File: src/rtl/i2c_cfg_pkg.sv
package i2c_cfg_pkg;

    localparam int BYTE_W = 8;
    localparam int CNT_W  = $clog2(BYTE_W + 1);

    // subaddress layout
    localparam int AI_BIT = 4;

    // source-selector register fields
    localparam int SEL_SRC_LSB  = 0;
    localparam int SEL_GAIN_LSB = 3;
    localparam int SEL_DIFF_BIT = 6;

    // mute register fields
    localparam int MUTE_SM_BIT  = 0;
    localparam int MUTE_ZC_LSB  = 5;

    typedef enum logic [3:0] {
        ST_IDLE,
        ST_ADDR,
        ST_ADDR_ACK,
        ST_SUB,
        ST_SUB_ACK,
        ST_DATA,
        ST_DATA_ACK,
        ST_READ,
        ST_IGNORE
    } slv_state_e;

endpackage

File: src/rtl/i2c_glitch_filter.sv
module i2c_glitch_filter #(
    parameter int SYNC_STAGES = 2,
    parameter int FILT_LEN    = 4
) (
    input  logic clk,
    input  logic rst,
    input  logic din,
    output logic level,
    output logic rise,
    output logic fall
);
    localparam int FC_W = $clog2(FILT_LEN + 1);

    logic [SYNC_STAGES-1:0] sync_q;
    logic [FC_W-1:0]        run_q;
    logic                   synced;

    assign synced = sync_q[SYNC_STAGES-1];

    always_ff @(posedge clk) begin
        if (rst) begin
            sync_q <= '1;
            run_q  <= '0;
            level  <= 1'b1;
            rise   <= 1'b0;
            fall   <= 1'b0;
        end else begin
            sync_q <= {sync_q[SYNC_STAGES-2:0], din};
            rise   <= 1'b0;
            fall   <= 1'b0;
            if (synced != level) begin
                if (run_q == FC_W'(FILT_LEN - 1)) begin
                    level <= synced;
                    rise  <= synced;
                    fall  <= ~synced;
                    run_q <= '0;
                end else begin
                    run_q <= run_q + FC_W'(1);
                end
            end else begin
                run_q <= '0;
            end
        end
    end
endmodule

File: src/rtl/i2c_slave_fsm.sv
module i2c_slave_fsm
    import i2c_cfg_pkg::*;
#(
    parameter logic [6:0] DEV_ADDR = 7'b1000100,
    parameter int         AW       = 4
) (
    input  logic              clk,
    input  logic              rst,
    input  logic              sda_f,
    input  logic              scl_rise,
    input  logic              scl_fall,
    input  logic              start_det,
    input  logic              stop_det,
    output logic              sda_oe,
    output logic              wr_en,
    output logic [AW-1:0]     wr_idx,
    output logic [BYTE_W-1:0] wr_data
);
    slv_state_e        state, nxt_state;
    logic [BYTE_W-1:0] shreg;
    logic [CNT_W-1:0]  bit_cnt;
    logic [AW-1:0]     ptr;
    logic              auto_inc;
    logic              byte_done;
    logic              in_byte;
    logic              in_ack;

    assign byte_done = (bit_cnt == CNT_W'(BYTE_W));
    assign in_byte   = (state == ST_ADDR) || (state == ST_SUB) || (state == ST_DATA);
    assign in_ack    = (state == ST_ADDR_ACK) || (state == ST_SUB_ACK) || (state == ST_DATA_ACK);

    // state register
    always_ff @(posedge clk) begin
        if (rst) state <= ST_IDLE;
        else     state <= nxt_state;
    end

    // next state
    always_comb begin
        nxt_state = state;
        if (start_det) begin
            nxt_state = ST_ADDR;
        end else if (stop_det) begin
            nxt_state = ST_IDLE;
        end else begin
            unique case (state)
                ST_IDLE:     nxt_state = ST_IDLE;
                ST_ADDR:     if (scl_fall && byte_done)
                                 nxt_state = (shreg[7:1] == DEV_ADDR) ? ST_ADDR_ACK : ST_IGNORE;
                ST_ADDR_ACK: if (scl_fall) nxt_state = shreg[0] ? ST_READ : ST_SUB;
                ST_SUB:      if (scl_fall && byte_done) nxt_state = ST_SUB_ACK;
                ST_SUB_ACK:  if (scl_fall) nxt_state = ST_DATA;
                ST_DATA:     if (scl_fall && byte_done) nxt_state = ST_DATA_ACK;
                ST_DATA_ACK: if (scl_fall) nxt_state = ST_DATA;
                ST_READ:     nxt_state = ST_READ;
                ST_IGNORE:   nxt_state = ST_IGNORE;
                default:     nxt_state = ST_IDLE;
            endcase
        end
    end

    // shift register, bit counter and register pointer
    always_ff @(posedge clk) begin
        if (rst) begin
            shreg    <= '0;
            bit_cnt  <= '0;
            ptr      <= '0;
            auto_inc <= 1'b0;
        end else if (start_det) begin
            bit_cnt <= '0;
        end else begin
            if (in_byte && scl_rise && !byte_done) begin
                shreg   <= {shreg[BYTE_W-2:0], sda_f};
                bit_cnt <= bit_cnt + CNT_W'(1);
            end
            if (in_ack && scl_fall) begin
                bit_cnt <= '0;
            end
            if (state == ST_SUB && nxt_state == ST_SUB_ACK) begin
                ptr      <= shreg[AW-1:0];
                auto_inc <= shreg[AI_BIT];
            end
            if (state == ST_DATA_ACK && nxt_state == ST_DATA && auto_inc) begin
                ptr <= ptr + AW'(1);
            end
        end
    end

    // outputs
    always_comb begin
        sda_oe  = in_ack;
        wr_en   = (state == ST_DATA) && (nxt_state == ST_DATA_ACK);
        wr_idx  = ptr;
        wr_data = shreg;
    end
endmodule

File: src/rtl/i2c_cfg_regfile.sv
module i2c_cfg_regfile
    import i2c_cfg_pkg::*;
#(
    parameter int NREG     = 16,
    parameter int AW       = 4,
    parameter int SEL_IDX  = 0,
    parameter int MUTE_IDX = 1
) (
    input  logic                   clk,
    input  logic                   rst,
    input  logic                   wr_en,
    input  logic [AW-1:0]          wr_idx,
    input  logic [BYTE_W-1:0]      wr_data,
    input  logic                   mute_n,
    output logic [2:0]             src_sel,
    output logic [1:0]             in_gain,
    output logic                   diff_m6,
    output logic [1:0]             zc_win,
    output logic                   soft_mute,
    output logic [NREG*BYTE_W-1:0] cfg_bank
);
    logic [BYTE_W-1:0] reg_q [NREG];
    logic [1:0]        mute_s;

    for (genvar g = 0; g < NREG; g++) begin : g_reg
        localparam logic [AW-1:0] IDX = AW'(g);
        always_ff @(posedge clk) begin
            if (rst)                         reg_q[g] <= '0;
            else if (wr_en && wr_idx == IDX) reg_q[g] <= wr_data;
        end
        assign cfg_bank[g*BYTE_W +: BYTE_W] = reg_q[g];
    end

    always_ff @(posedge clk) begin
        if (rst) mute_s <= 2'b11;
        else     mute_s <= {mute_s[0], mute_n};
    end

    assign src_sel   = reg_q[SEL_IDX][SEL_SRC_LSB +: 3];
    assign in_gain   = reg_q[SEL_IDX][SEL_GAIN_LSB +: 2];
    assign diff_m6   = reg_q[SEL_IDX][SEL_DIFF_BIT];
    assign zc_win    = reg_q[MUTE_IDX][MUTE_ZC_LSB +: 2];
    assign soft_mute = reg_q[MUTE_IDX][MUTE_SM_BIT] | ~mute_s[1];
endmodule

File: src/rtl/i2c_ctrl_regbank.sv
module i2c_ctrl_regbank
    import i2c_cfg_pkg::*;
#(
    parameter logic [6:0] DEV_ADDR    = 7'b1000100,
    parameter int         NREG        = 16,
    parameter int         SEL_IDX     = 0,
    parameter int         MUTE_IDX    = 1,
    parameter int         SYNC_STAGES = 2,
    parameter int         FILT_LEN    = 4
) (
    input  logic                   clk,
    input  logic                   rst,
    input  logic                   scl_in,
    input  logic                   sda_in,
    output logic                   sda_oe,
    input  logic                   mute_n,
    output logic [2:0]             src_sel,
    output logic [1:0]             in_gain,
    output logic                   diff_m6,
    output logic [1:0]             zc_win,
    output logic                   soft_mute,
    output logic [NREG*BYTE_W-1:0] cfg_bank
);
    localparam int AW = $clog2(NREG);

    logic [1:0]        raw_in;
    logic [1:0]        lvl, rise, fall;
    logic              scl_f, sda_f;
    logic              start_det, stop_det;
    logic              wr_en;
    logic [AW-1:0]     wr_idx;
    logic [BYTE_W-1:0] wr_data;

    assign raw_in = {sda_in, scl_in};

    for (genvar i = 0; i < 2; i++) begin : g_line
        i2c_glitch_filter #(
            .SYNC_STAGES(SYNC_STAGES),
            .FILT_LEN   (FILT_LEN)
        ) u_filt (
            .clk  (clk),
            .rst  (rst),
            .din  (raw_in[i]),
            .level(lvl[i]),
            .rise (rise[i]),
            .fall (fall[i])
        );
    end

    assign scl_f     = lvl[0];
    assign sda_f     = lvl[1];
    assign start_det = fall[1] & scl_f;
    assign stop_det  = rise[1] & scl_f;

    i2c_slave_fsm #(
        .DEV_ADDR(DEV_ADDR),
        .AW      (AW)
    ) u_fsm (
        .clk      (clk),
        .rst      (rst),
        .sda_f    (sda_f),
        .scl_rise (rise[0]),
        .scl_fall (fall[0]),
        .start_det(start_det),
        .stop_det (stop_det),
        .sda_oe   (sda_oe),
        .wr_en    (wr_en),
        .wr_idx   (wr_idx),
        .wr_data  (wr_data)
    );

    i2c_cfg_regfile #(
        .NREG    (NREG),
        .AW      (AW),
        .SEL_IDX (SEL_IDX),
        .MUTE_IDX(MUTE_IDX)
    ) u_regs (
        .clk      (clk),
        .rst      (rst),
        .wr_en    (wr_en),
        .wr_idx   (wr_idx),
        .wr_data  (wr_data),
        .mute_n   (mute_n),
        .src_sel  (src_sel),
        .in_gain  (in_gain),
        .diff_m6  (diff_m6),
        .zc_win   (zc_win),
        .soft_mute(soft_mute),
        .cfg_bank (cfg_bank)
    );
endmodule

File: config.mk
export PLATFORM = sky130hd
export DESIGN_NAME = i2c_ctrl_regbank
export DESIGN_NICKNAME = d
export VERILOG_FILES = /design/src/rtl/i2c_cfg_pkg.sv /design/src/rtl/i2c_glitch_filter.sv /design/src/rtl/i2c_slave_fsm.sv /design/src/rtl/i2c_cfg_regfile.sv /design/src/rtl/i2c_ctrl_regbank.sv
export SDC_FILE = /design/constraint.sdc
export NUM_CORES = 1
export LEC_CHECK = 0
export BUFFER_PORTS_ARGS = -buffer_cell sky130_fd_sc_hd__clkbuf_2
export CAP_MARGIN = 20
export CORE_ASPECT_RATIO = 1.1
export CORE_MARGIN = 5
export CORE_UTILIZATION = 51
export CTS_BUF_LIST = sky130_fd_sc_hd__clkbuf_8
export DETAILED_ROUTE_END_ITERATION = 6
export PLACE_DENSITY = 0.75
export SLEW_MARGIN = 10
export SYNTH_ARGS = -nofsm -noshare
export SYNTH_HDL_FRONTEND = slang
export SYNTH_SLANG_ARGS = --single-unit
File: constraint.sdc
create_clock -name clk -period 2.8 [get_ports clk]
set_input_delay 0.42 -clock clk [delete_from_list [all_inputs] [get_ports clk]]
set_output_delay 0.42 -clock clk [all_outputs]
set_load 0.05 [all_outputs]
## Yosys cells after proc, flatten, opt, wreduce, memory -nomap -nowiden

Memory sizes are Yosys's and may differ from the RTL's.
Cells that the tools add are included.

| cells by class | value |
|---|---|
| reduce and logical (&&, ||, !) cells | 42 |
| add/sub/neg operators | 4 |
| equality and inequality tests | 32 |
| bitwise logic cells | 27 |
| mux-type cells | 78 |

Operators with widths:

| cell | number |
|---|---|
| 2-to-1 mux 8 bit | 16 |
| 2-to-1 mux 1 bit | 50 |
| == test 4 x 3 -> 1 bit, second input constant | 11 |
| == test 4 bit, second input constant | 10 |
| 2-to-1 mux 4 bit | 10 |
| one-hot mux 4 bit (7 select lines) | 1 |
| logical AND 1 bit | 24 |
| bitwise OR 1 bit | 17 |
| == test 4 x 2 -> 1 bit, second input constant | 4 |
| OR reduction 3 bit | 5 |
| AND reduction 2 bit | 5 |
| adder 4 x 1 -> 4 bit, second input constant | 2 |
| == test 4 x 1 -> 1 bit, second input constant | 2 |
| NOT 1 bit | 8 |
| == test 7 bit, second input constant | 1 |
| adder 3 x 1 -> 3 bit, second input constant | 2 |
| == test 3 x 2 -> 1 bit, second input constant | 2 |
| logical NOT 4 bit | 1 |
| logical OR 1 bit | 4 |
| 2-to-1 mux 3 bit | 1 |
| bitwise AND 1 bit | 2 |
| inequality test 1 bit | 2 |
| nonzero test 2 bit | 1 |
| OR reduction 2 bit | 1 |
| logical NOT 1 bit | 1 |

| word-level totals | value |
|---|---|
| bits in writable memories | 128 |
| output and inout bits | 138 |
| bits in registers | 39 |
| memories kept | 1 |

Memory list:

| memory | depth | width | read ports | clocked after Yosys merged registers in | write ports | line | text |
|---|---|---|---|---|---|---|---|
| u_regs.reg_q | 16 | 8 | 16 | 0 | 16 | i2c_cfg_regfile.sv:22 | `logic [BYTE_W-1:0] reg_q [NREG];` |

## Logic depth before layout (Yosys ltp)

| logic depth | value |
|---|---|
| word-level depth | 13 |
| mapped depth | 9 |

## Hierarchy

From an unflattened synthesis, not the netlist that was laid out.

| second synthesis, totals | value |
|---|---|
| cell total of the unflattened synthesis | 533 |
| area, all modules | 6904.1 µm² |

Modules (own cells, without submodules):

| module | area each (µm²) | cells each | times used |
|---|---|---|---|
| i2c_cfg_regfile | 5176.2 | 355 | 1 |
| i2c_slave_fsm | 1157.4 | 134 | 1 |
| i2c_glitch_filter | 279.0 | 21 | 2 |
| i2c_ctrl_regbank | 12.5 | 2 | 1 |

## Worst setup path before layout

Ideal clock, no wire load.

| path | value |
|---|---|
| kind | flip-flop to flip-flop |
| from | reg u_fsm.bit_cnt[0] |
| to | mem u_regs.reg_q[0][0] (enable) |
| period minus slack after synthesis | 2697 ps |
| arrival time | 2310 ps |
| setup time | 387 ps |
| path buffers | 1 |
| stages on the path, launching flop included | 9 |
| slack | 103 ps |
| path through | dfxtp_1 -> inv_1 -> ha_1 -> and4b_1 -> buf_2 -> nand2_1 -> nor4b_4 -> nand4b_4 -> o31ai_1 |

RTL lines:

| item | line | text |
|---|---|---|
| from (decl) | i2c_slave_fsm.sv:21 | `logic [CNT_W-1:0] bit_cnt;` |
| from (signal assigned) | i2c_slave_fsm.sv:74 | `bit_cnt <= bit_cnt + CNT_W'(1);` |
| to (decl) | i2c_cfg_regfile.sv:22 |  |

==> flow_metrics.py <==
metrics = {
    "detailed_routing": {
        "drc": 0,
        "dr_total_vias": 4773,
        "drtAntennaViolNets": 0,
        "drt_pass1_iterations": 5,
        "wl_per_cell_um": 17.9,
        "drt-vias-per-instance": 5.44,
        "first_iter_violations": 530,
        "route.final.wire_length_mm": 15.7,
    },
    "placement": {
        "hpwlAfterDp_mm": 11.6,
        "place.gp.congestion": 0.839,
        "io_buffers": 142,
        "preCtsSetupSlack_ps": 124,
    },
    "critical_path": {
        "r2r-end": "u_regs.reg_q[0][23]",
        "crit_chain": "inv_1 -> ha_1 -> and4b_1 -> nand2_1 -> nor4b_4 -> buf_4 -> nand2_2 -> o31ai_1 -> buf_4",
        "path_common_cell": "buf_4",
        "regToRegStartpoint": "u_fsm.bit_cnt[0]",
        "worstSetupStartpointType": "flip-flop",
        "end_kind": "flip-flop",
        "crit_arrival_ps": 2740,
        "crit_type": "reg2reg",
        "r2r_slack_ps": 230,
        "required_ps": 2970,
        "reg2regPathDepth": 9,
        "cpMaxStageDelayCell": "dfxtp_1",
        "crit_fanout": 14,
        "cpPeakStageDelay_ps": 350,
    },
    "die": {
        "io_pins": 143,
        "dieHeight_um": 130,
        "core_mm2": 0.0127,
        "die_w_um": 119,
        "start_util_pct": 52.4,
        "die_area_mm2": 0.0154,
        "rows": 43,
    },
    "synth": {
        "avgSynthCellArea_um2": 12.1,
        "synth.distinct_cells": 56,
        "synth_seq_cells": 167,
        "syn_inst": 548,
        "ys.flop_type": "edfxtp_1",
        "synth_fp_nets": 563,
        "yosys_warnings": 0,
        "yosysSeqAreaShare_pct": 69.5,
        "synth_edf_count": 128,
        "async_flop_share_pct": 0,
        "synthesis.area_mm2": 0.00665,
    },
    "global_routing": {
        "antenna_found_initial": 0,
        "grt_pass1_vias": 4641,
        "track_usage_pct": 20.5,
        "grt_pass1_wl_mm": 24.3,
        "grt_overflow": 0,
        "grt_max_degree": 17,
    },
    "clocking": {
        "insertion_delay_ps": 450,
        "numCtsBuffers": 17,
        "clk_path_buf_depth": 2,
        "cts.htree.levels": 4,
        "clock_sinks": 167,
        "cts_root_buffer": "clkbuf_8",
        "cts.reportedPaths.clkPinSlew_ps": 80,
        "cts_hold_buffers": 0,
        "cts_tree": "built",
    },
    "timing": {
        "hold_violations": 0,
        "period_needed_ps": 2570,
        "setup_violations": 0,
        "rsz0062_at_grt": "no",
        "finClkSkew_ps": 8.13,
        "min_period_over_period_pct": 91.9,
        "worst_slack_ps": 228,
        "worst_slew_pin_slew_ps": 707,
        "max_slew_margin_pct": 52.5,
        "max_freq_mhz": 389,
        "finalSetupTns_ps": 0,
        "slew_viol_final": 0,
    },
    "worst_hold_path": {
        "whs_path_depth": 2,
        "whs_endpoint": "g_line[1].u_filt.sync_q[0]",
        "hp-class": "in2reg",
        "hp-start": "sda_in",
    },
    "outcome": {
        "status": "completed",
    },
    "power_and_ir_drop": {
        "cellPowerDensity_mw_per_mm2": 652,
        "p_leak_nw": 2.88,
        "vdd_drop_max_v": 0.000298,
    },
    "layout": {
        "n_antenna_cell": 0,
        "layout_common_cells": "nor2_1 (152), clkbuf_2 (142), edfxtp_1 (128), nand2_1 (50), dfxtp_1 (39)",
        "area_growth_syn_to_layout_pct": 21.0,
        "multi_input_area_mm2": 0.00177,
        "final_util_pct": 63.4,
        "drive_gt1_share_pct": 31.8,
        "num-nets-final": 723,
        "seqCellArea_mm2": 0.00462,
        "final_common_cell": "nor2_1",
        "nFillCells": 964,
    },
    "job": {
        "max-cap-violations": 0,
    },
}
## report_power, final
group | total (mW) | switching [mW] | internal (mW)
combinational | 0.588 | 0.486 | 0.102
clock | 1.85 | 0.877 | 0.976
sequential | 2.81 | 0.0507 | 2.76
total | 5.25 | 1.41 | 3.84
## what timing repair did
action                                  4_1_cts  5_1_grt
setup buffers                                 0        1
gates resized for setup                       0        1
hold endpoints to repair                      0        0
endpoints found under the setup margin        0       31
## worst max-delay path: cells and delay by family, from the launching register on
family          cells  cell delay (ps)
fa+ha+maj           1              160
flops               1              350
compound gates      1              330
buf+inv             3              480
simple gates        4              940
## logic make-up after synthesis
| logic type | Yosys count | synth area share (%) |
|---|---|---|
| flops | 167 | 69.5 |
| xor+xnor | 4 | 0.527 |
| mux | 7 | 1.07 |
| simple gates | 254 | 17.5 |
| compound gates | 58 | 5.68 |
| fa+ha+maj | 10 | 1.88 |
| buf+inv | 48 | 3.86 |
## routing by layer
layer / track usage, % / routed length (µm) / up-vias
met5: 0 / 0 / -
met4: 7.43 / 301 / 0
met3: 5.68 / 1260 / 29
met2: 36.9 / 8180 / 237
met1: 23.6 / 5940 / 2279
li1: - / - / 2228
## stage by stage
step	hold slack (ps)	std cells	instance area [µm²]	total power, mW
after CTS	110	877	8040	5.28
after detailed placement	397	845	7610	3.46
after floorplan	389	548	6650	3.30
final	142	878	8050	5.25
after global placement	394	845	7610	3.45
after global routing	128	878	8050	5.42
## cell usage after synthesis (4+ instances only)
library cell | number | area [µm²]
nor4bb_1 | 4 | 40.0
inv_1 | 10 | 37.5
nand2b_1 | 4 | 25.0
o31ai_1 | 4 | 30.0
buf_6 | 4 | 45.0
mux2i_1 | 6 | 60.1
nand3_1 | 8 | 40.0
a21oi_1 | 13 | 65.1
nor2_1 | 152 | 571
nand2_1 | 50 | 188
o21ai_0 | 21 | 105
or2_2 | 6 | 37.5
clkbuf_1 | 11 | 41.3
edfxtp_1 | 128 | 3840
ha_1 | 10 | 125
buf_4 | 8 | 60.1
a31oi_1 | 5 | 31.3
buf_2 | 13 | 65.1
dfxtp_1 | 39 | 781
## layout make-up
cell class,instances,share of cell area (%)
clock buffer,17,2.91
clock inverter,15,2.50
inverter,11,0.513
multi-input combinational,333,22.0
sequential,167,57.4
tap,157,2.44
timing repair buffer,178,12.2
## registers in the layout, indices dropped and copies added (netlist names), 2 cells and up
name,flops
u_fsm.wr_idx,4
u_fsm.bit_cnt,4
u_fsm.state,4
u_fsm.wr_data,8
u_regs.reg_q,128
g_line.u_filt.level,2
g_line.u_filt.sync_q,4
g_line.u_filt.fall,2
u_regs.mute_s,2
g_line.u_filt.run_q,6
g_line.u_filt.rise,2
## worst max-delay path by stage
| stage | startpoint | end | slack, ps | cells past startpoint |
|---|---|---|---|---|
| after detailed placement | u_fsm.bit_cnt[0] | u_regs.reg_q[0][23] | 120 | 8 |
| after global placement | u_fsm.bit_cnt[0] | u_regs.reg_q[0][20] | 240 | 8 |
| final | u_fsm.bit_cnt[0] | u_regs.reg_q[0][23] | 230 | 9 |
| after global routing | u_fsm.bit_cnt[0] | u_regs.reg_q[0][15] | 80 | 9 |
| after CTS | u_fsm.bit_cnt[0] | u_regs.reg_q[0][13] | 110 | 8 |
| after floorplan | u_fsm.bit_cnt[0] | u_regs.reg_q[0][0] | 100 | 8 |
(Power assumes the default switching activity.)
